$ cat src/rtl/coh_pkg.sv
package coh_pkg;
  typedef enum logic [1:0] {
    LINE_INV = 2'd0,
    LINE_SHR = 2'd1,
    LINE_EXC = 2'd2
  } lineSt_e;

  typedef enum logic [1:0] {
    BUS_NONE   = 2'd0,
    BUS_RDMISS = 2'd1,
    BUS_WRMISS = 2'd2,
    BUS_INVAL  = 2'd3
  } busOp_e;

  // strobes from control to the state/output registers
  typedef struct packed {
    lineSt_e nextState;
    logic    issueBus;
    busOp_e  busOp;
    logic    flushLine;
  } cohStrobe_t;
endpackage

$ cat src/rtl/coh_ctrl.sv
module coh_ctrl
  import coh_pkg::*;
(
  input  lineSt_e    curState,
  input  logic       cpuValid,
  input  logic       cpuWrite,
  input  logic       snpValid,
  input  logic [1:0] snpOp,
  input  logic       snpMatch,
  output logic       cpuReady,
  output cohStrobe_t strobe
);
  busOp_e snoopKind;
  assign snoopKind = busOp_e'(snpOp);

  always_comb begin
    strobe.nextState = curState;
    strobe.issueBus  = 1'b0;
    strobe.busOp     = BUS_NONE;
    strobe.flushLine = 1'b0;
    cpuReady         = !snpValid;

    if (snpValid) begin
      // snoop side has priority; processor waits
      if (snpMatch) begin
        unique case (curState)
          LINE_SHR: begin
            if (snoopKind == BUS_WRMISS || snoopKind == BUS_INVAL)
              strobe.nextState = LINE_INV;
          end
          LINE_EXC: begin
            if (snoopKind == BUS_RDMISS) begin
              strobe.nextState = LINE_SHR;
              strobe.flushLine = 1'b1;
            end else if (snoopKind == BUS_WRMISS) begin
              strobe.nextState = LINE_INV;
              strobe.flushLine = 1'b1;
            end
          end
          default: ;
        endcase
      end
    end else if (cpuValid) begin
      unique case (curState)
        LINE_INV: begin
          strobe.issueBus  = 1'b1;
          strobe.busOp     = cpuWrite ? BUS_WRMISS : BUS_RDMISS;
          strobe.nextState = cpuWrite ? LINE_EXC : LINE_SHR;
        end
        LINE_SHR: begin
          if (cpuWrite) begin
            strobe.issueBus  = 1'b1;
            strobe.busOp     = BUS_INVAL;
            strobe.nextState = LINE_EXC;
          end
        end
        default: ;
      endcase
    end
  end

  // a flush is only ever requested for a dirty line
  always_comb begin
    if (strobe.flushLine)
      flush_dirty_only_chk: assert (curState == LINE_EXC);
  end
endmodule

$ cat src/rtl/coh_regs.sv
module coh_regs
  import coh_pkg::*;
(
  input  logic       clk,
  input  logic       rst,
  input  cohStrobe_t strobe,
  output lineSt_e    lineState,
  output logic       busReqValid,
  output busOp_e     busReqOp,
  output logic       wbReq,
  output logic       memAbort
);
  always_ff @(posedge clk) begin
    if (rst) begin
      lineState   <= LINE_INV;
      busReqValid <= 1'b0;
      busReqOp    <= BUS_NONE;
      wbReq       <= 1'b0;
      memAbort    <= 1'b0;
    end else begin
      lineState   <= strobe.nextState;
      busReqValid <= strobe.issueBus;
      busReqOp    <= strobe.issueBus ? strobe.busOp : BUS_NONE;
      wbReq       <= strobe.flushLine;
      memAbort    <= strobe.flushLine;
    end
  end


  reset_idle_chk: assert property (@(posedge clk)
    rst |=> (lineState == LINE_INV && !busReqValid && !wbReq));


  rdmiss_chk: assert property (@(posedge clk) disable iff (rst)
    (busReqValid && busReqOp == BUS_RDMISS) |->
      ($past(lineState) == LINE_INV && lineState == LINE_SHR));


  wrmiss_chk: assert property (@(posedge clk) disable iff (rst)
    (busReqValid && busReqOp == BUS_WRMISS) |->
      ($past(lineState) == LINE_INV && lineState == LINE_EXC));


  upgrade_chk: assert property (@(posedge clk) disable iff (rst)
    (busReqValid && busReqOp == BUS_INVAL) |->
      ($past(lineState) == LINE_SHR && lineState == LINE_EXC));


  wb_from_excl_chk: assert property (@(posedge clk) disable iff (rst)
    wbReq |-> ($past(lineState) == LINE_EXC && lineState != LINE_EXC));


  wb_single_chk: assert property (@(posedge clk) disable iff (rst)
    wbReq |=> !wbReq);


  wb_no_bus_chk: assert property (@(posedge clk) disable iff (rst)
    wbReq |-> !busReqValid);
endmodule

$ cat src/rtl/snoop_line_ctrl.sv
module snoop_line_ctrl
  import coh_pkg::*;
(
  input  logic       clk,
  input  logic       rst,
  input  logic       cpuValid,
  input  logic       cpuWrite,
  output logic       cpuReady,
  input  logic       snpValid,
  input  logic [1:0] snpOp,
  input  logic       snpMatch,
  output logic       busReqValid,
  output logic [1:0] busReqOp,
  output logic       wbReq,
  output logic       memAbort,
  output logic [1:0] lineState
);
  cohStrobe_t strobe;
  lineSt_e    stateQ;
  busOp_e     opQ;

  coh_ctrl u_ctrl (
    .curState (stateQ),
    .cpuValid (cpuValid),
    .cpuWrite (cpuWrite),
    .snpValid (snpValid),
    .snpOp    (snpOp),
    .snpMatch (snpMatch),
    .cpuReady (cpuReady),
    .strobe   (strobe)
  );

  coh_regs u_regs (
    .clk         (clk),
    .rst         (rst),
    .strobe      (strobe),
    .lineState   (stateQ),
    .busReqValid (busReqValid),
    .busReqOp    (opQ),
    .wbReq       (wbReq),
    .memAbort    (memAbort)
  );

  assign lineState = stateQ;
  assign busReqOp  = opQ;

  // a processor miss colliding with a snoop is dropped
  snoop_wins_chk: assert property (@(posedge clk) disable iff (rst)
    (snpValid && cpuValid && stateQ == LINE_INV) |=> !busReqValid);
endmodule

$ cat config.mk
export PLATFORM = sky130hd
export DESIGN_NAME = snoop_line_ctrl
export DESIGN_NICKNAME = d
export VERILOG_FILES = /design/src/rtl/coh_pkg.sv /design/src/rtl/coh_ctrl.sv /design/src/rtl/coh_regs.sv /design/src/rtl/snoop_line_ctrl.sv
export SDC_FILE = /design/constraint.sdc
export NUM_CORES = 1
export LEC_CHECK = 0
export ABC_AREA = 1
export BUFFER_PORTS_ARGS = -buffer_cell sky130_fd_sc_hd__buf_2
export CORE_AREA = 5 5 42 44
export DETAILED_ROUTE_END_ITERATION = 12
export DIE_AREA = 0 0 47 49
export PLACE_DENSITY_LB_ADDON = 0.08
export REMOVE_ABC_BUFFERS = 1
export SLEW_MARGIN = 10
export SYNTH_ARGS = -nofsm -noshare
export SYNTH_HDL_FRONTEND = slang
export SYNTH_SLANG_ARGS = --single-unit
$ cat constraint.sdc
create_clock -name clk -period 1 [get_ports clk]
set_clock_uncertainty 0.15 [all_clocks]
set_input_delay 0.05 -clock clk [delete_from_list [all_inputs] [get_ports clk]]
set_output_delay 0.05 -clock clk [all_outputs]
set_load 0.02 [all_outputs]
# Yosys cells after proc, flatten, opt, wreduce, memory -nomap -nowiden
# Index checks and enable logic that the tools add are counted.
# word_totals
reg_bits	6
inputBits	8
word_cells	40
# op_classes
n_eq_ne	10
mux	13
bitwise	5
reduce_logical	8
# op_table
op	count
$mux 2	6
$mux 5	2
$pmux 5 s2	1
$reduce_or 4->1	2
$reduce_and 7->1	1
$eq 2x2->1 const B	3
$not 1->1	5
$eq 2x1->1 const B	2
$ne 4x2->1 const B	1
$pmux 2 s2	1
$mux 3	1
$ne 3x1->1 const B	1
$ne 3x2->1 const B	1
$ne 3x3->1 const B	1
$reduce_bool 3->1	1
$logic_not 2->1	1
$mux 1	2
$ne 2x1->1 const B	1
$reduce_bool 2->1	1
$logic_not 1->1	1
$logic_or 1x1->1	1

# Logic depth before layout (Yosys ltp)
# depth
depth_word	6
depth_mapped	11
mapped_depth_nobuf	11

# Modules after synthesis
# From an unflattened synthesis, not the netlist that was laid out.
# unflattened
cells_unflattened	68
area_unflattened_um2	425.4
# modules_own_cells
mod	instances	cells_each	area_per_inst_um2	seq_area_each_um2
coh_ctrl	1	48	246.5	0.0
coh_regs	1	20	178.9	120.1

# Worst setup path before layout
# No wires, ideal clock.
# synth_timing
path_type	flip-flop to flip-flop
start	reg u_regs.lineState[0]
end	reg u_regs.lineState[0]
setup_time_ns	0.115
t_arrival_ns	1.022
slack_ns	-0.288
path_stages_with_launch	10
path_buffers	0
cell_sequence	dfxtp_1 -> inv_2 -> nor2_2 -> nand2_1 -> nand2_1 -> nand2_1 -> nand2_2 -> nand3_1 -> nand2_1 -> nor2_1
# synth_via
elab_chain_len	4
word_cells_on_any_way	14
classes_between	eq/ne: 6; mux: 5; reduce/logical: 3
# synth_lines
item	line_no	text
from (decl)	coh_regs.sv:7	output lineSt_e lineState,
from (signal assigned)	coh_regs.sv:21	lineState <= strobe.nextState;
$eq 2x1->1, or another cell as far along	coh_ctrl.sv:26, coh_ctrl.sv:44	
$pmux 5 s2 / $pmux 2 s2 (equally long branches)	coh_ctrl.sv:44, coh_ctrl.sv:26	
$mux 5 / $mux 2 (equally long branches)	coh_ctrl.sv:43, coh_ctrl.sv:25	
$mux 2	coh_ctrl.sv:23	if (snpValid) begin
# Parallel ways exist; a longest one is shown, timed or not. The select of a mux whose other input is x is not followed.
# A chain may end at the register's enable or synchronous reset.

# Worst setup path in the final report
# layout_timing
start	reg u_regs.lineState[0]
end	reg u_regs.busReqOp[0]
# layout_via
elab_chain_len	6
word_cells_on_any_way	7
classes_between	eq/ne: 1; mux: 3; bitwise: 1; reduce/logical: 2
# layout_lines
item	line_no	text
$eq 2x1->1 / $logic_not 2->1 (equally long branches)	coh_ctrl.sv:44	unique case (curState)
$pmux 5 s2 (*)	coh_ctrl.sv:44	
$mux 5	coh_ctrl.sv:43	end else if (cpuValid) begin
$mux 3	coh_ctrl.sv:23	
$not 1->1 (no source line)	-	
$reduce_or 4->1 (no source line)	-	
to (signal assigned)	coh_regs.sv:23	busReqOp <= strobe.issueBus ? strobe.busOp : BUS_NONE;
to (decl)	coh_regs.sv:9	output busOp_e busReqOp,
# Mark *: on every way between the ends. The rest lies on a longest branch, timed or not. The select of a mux whose other input is x is not followed.

==> metrics.log <==
[metrics] async set-reset flop share out of synthesis: 0%
[metrics] Die ar.: approximately 2300 um^2
[metrics] final worst slack: -0.175 ns
[metrics] Inserted Clock Buffers: 3
[metrics] number of iterations in the first detailed-routing pass: 4
[metrics] worst setup slack before clock tree synthesis: -0.277 ns
[metrics] minimum clock period: between 1 and 1.5 ns
[metrics] maximum level of the CTS H-tree: 1
[metrics] Clock transition at path regs: roughly 0.050 ns
[metrics] worst rel slew slack: 87.1%
[metrics] startpoint type of the worst setup path: flop
[metrics] number of setup violations in the final report: 7
[metrics] unrepaired setup endpoints after global routing: true
[metrics] number of antenna repair diodes: 0
[metrics] count of buffering cells on the critical path with inverters included: 4
[metrics] Yosys reg bits: 6
[metrics] fin crit share: 117%
[metrics] highest clock frequency the design can meet: ~850 MHz
[metrics] switching share of total power: a little under a third
[metrics] arrival time worst endpoint: 1.16 ns
[metrics] count of nets after finishing: roughly 100
[metrics] number of hold buffers added after cts: 2
[metrics] initial antenna violation count: 0
[metrics] source of the critical timing path: u_regs.lineState[0]
[metrics] internal power: roughly 0.54 mW
[metrics] sequential share of the synthesized area: a little under a third
[metrics] insertion delay to the later sink of the worst-skew pair: about 0.24 ns
[metrics] width of the die: between 40 and 50 um
[metrics] floorplan row count: 14
[metrics] Mapped Avg Cell Area: 7.18 um^2
[metrics] library cell occupying the most area in the post-synthesis netlist: dfxtp_1
[metrics] share of layout cells above drive strength 1: between 60% and 70%
[metrics] post-route ant nets: 0
[metrics] HP Start: snpValid
[metrics] Leak Pwr: 0.373 nW
[metrics] critical register-to-register path startpoint: u_regs.lineState[0]
[metrics] total number of vias: 450
[metrics] count of input and output buffers: 15
[metrics] synthesized instance count: 53
[metrics] Synth top cells by count: nand2_1 (10), dfxtp_1 (6), inv_1 (6), nand3_1 (6), inv_2 (4)
[metrics] largest net degree at the start of global routing: 9
[metrics] max-capacitance violation count: 0
[metrics] GRT Util Overall: 9.63%
[metrics] worst-case register-to-register setup slack: -0.17 ns
[metrics] smallest hold slack: -0.0642 ns
[metrics] number of synthesis warnings: 0
[metrics] post-detailed-route wirelength per cell: around 9.5 um
[metrics] cell area after synthesis: ~380 um^2
[metrics] path type of the worst min-delay path: in -> reg
[metrics] required time worst endpoint: just under 1 ns
[metrics] Unique masters post-synth: 18
[metrics] maximum single-stage delay on the critical path: ~0.36 ns
[metrics] biggest area contributors in the synthesized netlist: dfxtp_1 (32%), ha_1 (9.9%), nand2_1 (9.9%)
[metrics] overall die height: 49 um
[metrics] cell repeated most along the worst path: buf_4
[metrics] final hold violations: 1
[metrics] pwr dens: ~1100 nW/um^2
[metrics] count of flip-flops with a built-in enable after synthesis: 0
[metrics] effective utilization at floorplan: roughly 27%
[metrics] routed vias/inst: 4.29
[metrics] actual slew at the worst max-slew pin: about 0.19 ns
[metrics] result of the run: complete, but fails checks
[metrics] num ports: 16
[metrics] GRT Residual Overflow: 0
[metrics] area share of the largest cell type after synthesis: 31.6%
[metrics] master of the slowest instance on the critical path: dfxtp_4
[metrics] cell with the most instances after synthesis: nand2_1
[metrics] routed wire length: 1.00 mm
[metrics] final weighted congestion of routability-driven global placement: 0.725
[metrics] violations in the final reports: hold timing, setup timing
[metrics] category of the worst setup path capture point: flop
[metrics] Starting DRT DRC Count: 4
[metrics] crit-path leading delay family: buffers and inverters
[metrics] remaining routing DRC violations: 0
[metrics] classification of the worst setup path: reg -> reg
[metrics] cell at the root of the clock tree: clkbuf_4
[metrics] Area Overhead vs Synth: 83.9%
[metrics] end-of-flow core utilization: between 40 and 50%
[metrics] wire length of the first global-routing pass: between 1.5 and 2 mm
[metrics] Sinks on Clock Net: 6
[metrics] clock tree from TritonCTS: built
[metrics] half-perimeter wire length after detailed placement: between 800 and 900 um
[metrics] Crit Path Max Fanout: 6
[metrics] CORE AREA: roughly 1400 um^2
[metrics] sequential power share: a little over a third
[metrics] series of cell instances along the critical path: inv_6, nor2_4, buf_4, buf_4, buf_4, nand2_2, a21oi_2
[metrics] worst IR drop on VDD: between 500 and 600 uV
[metrics] Max clock buf depth: 2
[metrics] Clock Power Share: about 29%
[metrics] total net switching power: between 0.2 and 0.25 mW
[metrics] predominant post-synthesis flop cell: dfxtp_1
[metrics] via count of the first global-routing pass: approximately 420
[metrics] combinational group share of total power: a little over a third
[metrics] final number of max-transition violations: 0
==> sequential cells by signal, indices dropped and copies added (netlist names) <==
| signal | count |
|---|---|
| u_regs.busReqValid | 1 |
| u_regs.lineState | 2 |
| u_regs.busReqOp | 2 |
| u_regs.wbReq | 1 |
==> placed cells by master, fill, tap and decap left out, drive strengths merged <==
cell,n
nor4,1
nand4,1
nor2,4
clkinv,1
nand2,13
buf,33
clkbuf,3
ha,3
nand3,7
o21a,1
dfxtp,6
nor3,1
inv,10
a21oi,3
dlygate4sd3,2
==> per-stage QoR <==
step / std cells / area, um^2 / TNS (ns) / power (mW)
3_5_place_dp: 95 / 554 / -1.28 / 0.481
2_1_floorplan: 51 / 362 / -1.29 / 0.370
6_report: 105 / 699 / -0.885 / 0.767
3_3_place_gp: 95 / 554 / -1.14 / 0.481
5_1_grt: 105 / 699 / -1.25 / 0.823
4_1_cts: 102 / 662 / -0.715 / 0.759
==> cell families (layout without fill, tap and decap cells) <==
logic type	count (synthesis)	after routing	synth area share (%)
AO/OA/AOI/OAI	4	4	5.92
adder cells (fa/ha/maj)	3	3	9.87
buffers and inverters	13	49	16.1
flip-flops	6	6	31.6
AND/OR/NAND/NOR	27	27	36.5
==> cell type report <==
class                           count  area, um^2
Fill cell                         142         702
Sequential cell                     6         128
Tap cell                           16        20.0
Multi-Input combinational cell     34         231
Timing Repair Buffer               35         250
Clock buffer                        3        22.5
Inverter                           11        47.5
==> worst min-delay path, delay by kind of cell <==
kind | cells | cell delay, ns
AND/OR/NAND/NOR | 1 | 0.05
buffers and inverters | 2 | 0.18
==> power by group through the flow <==
stage	clock network, mW	registers, mW	logic, mW
6_report	0.221	0.270	0.276
5_1_grt	0.250	0.271	0.302
4_1_cts	0.237	0.270	0.253
3_5_place_dp	0	0.271	0.210
3_3_place_gp	0	0.270	0.211
2_1_floorplan	0	0.287	0.0836
==> path summary, 6_finish.rpt <==
| path | end | cells after the start |
|---|---|---|
| worst min-delay path | u_regs.wbReq | 3 |
| worst max register to register | u_regs.busReqOp[0] | 7 |
| worst max-delay path | u_regs.busReqOp[0] | 7 |
| worst min register to register | u_regs.lineState[1] | 2 |
==> routing by layer <==
layer,vias up,share of wire [%],global-route usage [%]
met3,2,4.3,1.48
met2,9,54,16.1
met1,201,40,10.3
li1,238,-,-
met4,0,1.9,6.91
met5,-,0,0
==> timing repair <==
action	in CTS	in global routing
endpoints found under the setup margin	8	8
gates cloned	0	0
gates resized for setup	15	4
setup buffers	2	3
endpoints found under the hold margin	6	1
No activity file was read; power rests on OpenSTA's default activity.
